**src/rtl/qc_ldpc_pkg.sv**
```systemverilog
package qc_ldpc_pkg;

    typedef enum logic [1:0] {
        S_IDLE   = 2'd0,
        S_SCAN   = 2'd1,
        S_REPORT = 2'd2
    } scan_state_t;

endpackage

```
**src/rtl/qc_row_syndrome.sv**
```systemverilog
module qc_row_syndrome #(
    parameter int Z  = 8,
    parameter int MB = 3,
    parameter int NB = 6,
    parameter int SW = 6,
    parameter logic [MB*NB*SW-1:0] SHIFTS = '0,
    parameter int RW = 2
) (
    input  logic [NB*Z-1:0] cw,
    input  logic [RW-1:0]   row_sel,
    output logic [Z-1:0]    syn
);
    localparam logic [SW-1:0] EMPTY_MARK = {SW{1'b1}};

    logic [Z-1:0] part [NB];

    for (genvar j = 0; j < NB; j++) begin : g_col
        logic [SW-1:0]  sh;
        logic [2*Z-1:0] dbl;
        assign sh  = SHIFTS[(int'(row_sel) * NB + j) * SW +: SW];
        // rotating the doubled slice right by sh puts bit (r+sh) mod Z at r
        assign dbl = {cw[j*Z +: Z], cw[j*Z +: Z]} >> sh;
        assign part[j] = (sh == EMPTY_MARK) ? '0 : dbl[Z-1:0];
    end

    always_comb begin
        syn = '0;
        for (int j = 0; j < NB; j++) begin
            syn = syn ^ part[j];
        end
    end
endmodule

```
**src/rtl/qc_sat_accum.sv**
```systemverilog
module qc_sat_accum #(
    parameter int Z     = 8,
    parameter int CNT_W = 5
) (
    input  logic [CNT_W-1:0] acc_in,
    input  logic [Z-1:0]     bits,
    output logic [CNT_W-1:0] acc_out
);
    localparam int PW = $clog2(Z + 1);
    localparam int AW = CNT_W + PW + 1;
    localparam logic [CNT_W-1:0] CAP = {CNT_W{1'b1}};

    logic [PW-1:0] ones;
    logic [AW-1:0] sum;

    always_comb begin
        ones = '0;
        for (int b = 0; b < Z; b++) begin
            ones = ones + PW'(bits[b]);
        end
        sum = AW'(acc_in) + AW'(ones);
        if (sum > AW'(CAP)) acc_out = CAP;
        else                acc_out = sum[CNT_W-1:0];
    end
endmodule

```
**src/rtl/qc_syndrome_check.sv**
```systemverilog
module qc_syndrome_check
    import qc_ldpc_pkg::*;
#(
    parameter int Z  = 8,
    parameter int MB = 3,
    parameter int NB = 6,
    parameter int SW = 6,
    parameter logic [MB*NB*SW-1:0] SHIFTS = {
        6'd0,  6'd0,  6'd63, 6'd1,  6'd63, 6'd6,
        6'd4,  6'd63, 6'd0,  6'd7,  6'd2,  6'd63,
        6'd63, 6'd1,  6'd5,  6'd63, 6'd3,  6'd0 },
    parameter int CNT_W = $clog2(MB * Z + 1)
) (
    input  logic                 clk,
    input  logic                 rst_n,
    input  logic                 start,
    input  logic [NB*Z-1:0]      cw_in,
    output logic                 done,
    output logic                 valid,
    output logic [CNT_W-1:0]     unsat_cnt
);
    localparam int N  = NB * Z;
    localparam int RW = (MB > 1) ? $clog2(MB) : 1;
    localparam logic [RW-1:0] LAST_ROW = RW'(MB - 1);

    scan_state_t      state_q, state_d;
    logic [RW-1:0]    row_q;
    logic [N-1:0]     cw_q;
    logic [CNT_W-1:0] acc_q, acc_nxt;
    logic [Z-1:0]     syn;
    logic             accept;
    logic             busy;

    assign busy   = (state_q != S_IDLE);
    assign accept = start && (state_q == S_IDLE);

    qc_row_syndrome #(
        .Z(Z), .MB(MB), .NB(NB), .SW(SW), .SHIFTS(SHIFTS), .RW(RW)
    ) u_row (
        .cw      (cw_q),
        .row_sel (row_q),
        .syn     (syn)
    );

    qc_sat_accum #(.Z(Z), .CNT_W(CNT_W)) u_acc (
        .acc_in  (acc_q),
        .bits    (syn),
        .acc_out (acc_nxt)
    );

    // next state
    always_comb begin
        state_d = state_q;
        unique case (state_q)
            S_IDLE:   if (start) state_d = S_SCAN;
            S_SCAN:   if (row_q == LAST_ROW) state_d = S_REPORT;
            S_REPORT: state_d = S_IDLE;
            default:  state_d = S_IDLE;
        endcase
    end

    // state register
    always_ff @(posedge clk or negedge rst_n) begin
        if (!rst_n) state_q <= S_IDLE;
        else        state_q <= state_d;
    end

    // scan datapath
    always_ff @(posedge clk or negedge rst_n) begin
        if (!rst_n) begin
            cw_q  <= '0;
            row_q <= '0;
            acc_q <= '0;
        end else if (accept) begin
            cw_q  <= cw_in;
            row_q <= '0;
            acc_q <= '0;
        end else if (state_q == S_SCAN) begin
            acc_q <= acc_nxt;
            row_q <= row_q + RW'(1);
        end
    end

    // outputs
    always_ff @(posedge clk or negedge rst_n) begin
        if (!rst_n) begin
            done      <= 1'b0;
            valid     <= 1'b0;
            unsat_cnt <= '0;
        end else begin
            done <= (state_q == S_REPORT);
            if (state_q == S_REPORT) begin
                valid     <= (acc_q == '0);
                unsat_cnt <= acc_q;
            end
        end
    end
endmodule

```
**config.mk**
```make
export PLATFORM = sky130hd
export DESIGN_NAME = qc_syndrome_check
export DESIGN_NICKNAME = d
export VERILOG_FILES = /design/src/rtl/qc_ldpc_pkg.sv /design/src/rtl/qc_row_syndrome.sv /design/src/rtl/qc_sat_accum.sv /design/src/rtl/qc_syndrome_check.sv
export SDC_FILE = /design/constraint.sdc
export NUM_CORES = 1
export LEC_CHECK = 0
export BUFFER_PORTS_ARGS = -buffer_cell sky130_fd_sc_hd__buf_4
export CORE_AREA = 2 2 97 99
export DETAILED_ROUTE_END_ITERATION = 10
export DIE_AREA = 0 0 99 101
export HOLD_SLACK_MARGIN = 0.06
export MAX_ROUTING_LAYER = met4
export PLACE_DENSITY_LB_ADDON = 0.2
export SLEW_MARGIN = 40
export SYNTH_ARGS = -nofsm -noshare
export SYNTH_HDL_FRONTEND = slang
export SYNTH_SLANG_ARGS = --single-unit
export TNS_END_PERCENT = 30
```
**constraint.sdc**
```tcl
create_clock -name clk -period 8.75 [get_ports clk]
set_input_delay 1.75 -clock clk [delete_from_list [all_inputs] [get_ports clk]]
set_output_delay 1.75 -clock clk [all_outputs]
set_load 0.01 [all_outputs]
```
==> flow_metrics.env <==
export IMPL_antenna_found_initial=0
export IMPL_detailedPlace_worstSlack_ns=1.753
export IMPL_family_with_the_most_delay_on_the_worst_path="adder cells"
export IMPL_antennaDiodeCount=0
export IMPL_finalHoldViolations=0
export IMPL_finalSetupTns_ns=0
export IMPL_post_cts_resized=0
export IMPL_ys_top_cells_by_area="dfrtp_1, mux2_2, mux2i_1, xnor2_1, ha_1"
export IMPL_maxCapViolations=0
export IMPL_worst_setup_hold_path_clk_slew_ns=0.07
export IMPL_rr_worst_depth=25
export IMPL_synthesized_cell_area_mm2=0.004373
export IMPL_setup_repair_after_global_routing_missed_its_margin="false"
export IMPL_critical_path_startpoint_type="register"
export IMPL_maxClockFrequency_ghz=0.1420
export IMPL_worst_r2r_endpoint="acc_q[3]"
export IMPL_ys_warn_count=0
export IMPL_synthesized_netlist_net_count=445
export IMPL_data_arrival_time_at_the_worst_slack_endpoint_ns=7.29
export IMPL_classification_of_the_worst_slack_hold_path="register to register"
export IMPL_reg2reg_setup_slack_ns=1.71
export IMPL_place_gp_congestion=0.9661
export IMPL_timing_hold_worst_path_depth=2
export IMPL_start_util=0.4871
export IMPL_finalCritPeriodShare=0.8050
export IMPL_synth_top_cell_area_share=0.3662
export IMPL_die_height_um=101
export IMPL_final_util=0.5659
export IMPL_wl_um=8849
export IMPL_cts_root_buf="clkbuf_8"
export IMPL_worstSetupPathType="register to register"
export IMPL_worst_clock_skew_ns=0.01136
export IMPL_drt_initial_drc_count=92
export IMPL_final_max_slew_violation_count=0
export IMPL_dpl_hpwl_um=6720
export IMPL_gr_usage_total=0.1966
export IMPL_layout_nets=498
export IMPL_post_cts_setup_buffer_count=0
export IMPL_timing_hold_worst_endpoint="unsat_cnt[1]"
export IMPL_start_point_of_the_worst_min_delay_path="unsat_cnt[1]"
export IMPL_dp_cells=525
export IMPL_cts_buffer_depth=2
export IMPL_worst_slew_pin_transition_ns=0.7611
export IMPL_placementRows=35
export IMPL_syn_area_per_cell_um2=11.76
export IMPL_grt_pass1_vias=3059
export IMPL_clk_insertion_delay_late_ns=0.35
export IMPL_die_w_um=99
export IMPL_synthTopCellsByCount="dfrtp_1, mux2_2, mux2i_1, xnor2_1, nand2_1"
export IMPL_globalRouteOverflowTotal=0
export IMPL_ctsHtreeMaxLevel=3
export IMPL_critical_path_endpoint_type="register"
export IMPL_syn_to_final_growth_pct=16.17
export IMPL_post_route_drc_count=0
export IMPL_synth_enable_flop_cells=0
export IMPL_worst_path_buf_inv=4
export IMPL_stdcell_count=540
export IMPL_cp_max_fo=11
export IMPL_portBuffers=57
export IMPL_first_pass_iters=4
export IMPL_grt_pass1_wl_um=14880
export IMPL_fin_crit_ns=7.044
export IMPL_synth_async_reset_ratio=1.000
export IMPL_rr_startpoint="row_q[0]"
export IMPL_fill_cells=770
export IMPL_clock_sinks=64
export IMPL_postCtsHoldBufs=0
export IMPL_dominantRegCellSynth="dfrtp_1"
export IMPL_critPathMaxStageDelay_ns=0.59
export IMPL_num_vias=2961
export IMPL_timing_critical_path_required_ns=9.00
export IMPL_status="finished, final reports clean"
export IMPL_die_area_mm2=0.009999
export IMPL_cts_buffers=9
export IMPL_slew_headroom=0.4926
export IMPL_postSynthRegisterBits=64
export IMPL_timing_final_setup_violations=0
export IMPL_cts_tree="yes"
export IMPL_synth_seq_area_share=0.3662
export IMPL_yosysUniqueCellTypes=44
export IMPL_antenna_left=0
export IMPL_drive_above_1_share=0.3310
export IMPL_crit_slowest_cell="ha_1"
export IMPL_library_cell_occupying_the_most_area_in_the_post_synthesis_netlist="dfrtp_1"
export IMPL_setup_ws_ns=1.706
export IMPL_synth_most_common_cell="dfrtp_1"
export IMPL_grt_max_degree=65
export IMPL_core_box_area_mm2=0.008977
export IMPL_design_portCount=58
export IMPL_synthCells=372
export IMPL_avg_wl_per_cell_um=16.39
export IMPL_vias_per_cell=5.483
placed cells by master, fill, tap and decap left out, drive strengths merged, types with 2 or more instances in the layout:
cell type	instances
dfrtp	64
buf	58
mux2	52
mux2i	40
xnor2	25
nand2	24
nor2	19
ha	17
o22ai	16
inv	16
a21oi	14
clkbuf	12
nand2b	10
nor2b	10
o21ai	10
xnor3	8
mux4	8
fa	5
a22o	3
o21a	2
clkinv	2
o311ai	2
worst register-to-register path, delay by kind of cell, from the launching register on:
family	cells	cell delay, ns
adder cells (fa/ha/maj)	8	3.45
AO/OA/AOI/OAI	6	1.18
XOR/XNOR	3	0.80
flip-flops	1	0.46
buffers and inverters	4	0.44
AND/OR/NAND/NOR	3	0.37
multiplexers	1	0.23
state kept, by name, summed over array words and instances (netlist names):
signal,count
cw_q,48
acc_q,5
unsat_cnt,5
row_q,2
state_q,2
done,1
valid,1
layout make-up:
cell class	count	area, µm²	area share
clock buffer	12	165.2	0.03251
clock inverter	3	40.04	0.007882
inverter	16	60.06	0.01182
multi-input combinational	276	2635	0.5187
sequential	64	1602	0.3153
tap	111	138.9	0.02734
timing repair buffer	58	439.2	0.08645
per-stage QoR:
| step | hold slack [ns] | cell area [µm²] |
|---|---|---|
| after global routing | 0.5191 | 5080 |
| after CTS | 0.4949 | 5076 |
| after detailed placement | 0.4780 | 4871 |
| after floorplan | 0.4746 | 4373 |
| after global placement | 0.4661 | 4871 |
| final | 0.4871 | 5080 |
metal layers:
metal,GRT usage,up-vias,part of all wire
met5,-,-,0
met2,0.3217,65,0.50
li1,-,1426,-
met4,0.08008,0,0.020
met3,0.03329,15,0.042
met1,0.2436,1455,0.44
logic make-up after synthesis:
family,synth area share
muxes,0.2727
and+or+nand+nor,0.07754
DFF,0.3662
AOI/OAI and AO/OA,0.08641
xor gates and xnor gates,0.09328
buffers and inverters,0.03233
adders and majority gates,0.07153
worst max path at each step:
stage              from        to  slack, ns  cells past startpoint
3_3_place_gp   row_q[0]  acc_q[3]       1.97                     25
6_report       row_q[0]  acc_q[3]       1.71                     25
2_1_floorplan  row_q[0]  acc_q[2]       2.46                     26
5_1_grt        row_q[0]  acc_q[3]       1.14                     25
4_1_cts        row_q[0]  acc_q[2]       1.74                     25
3_5_place_dp   row_q[0]  acc_q[2]       1.75                     25
Power is left out: the tool's default activity adds up to more than one toggle a clock period on the data nets, which glitch-free logic cannot reach.
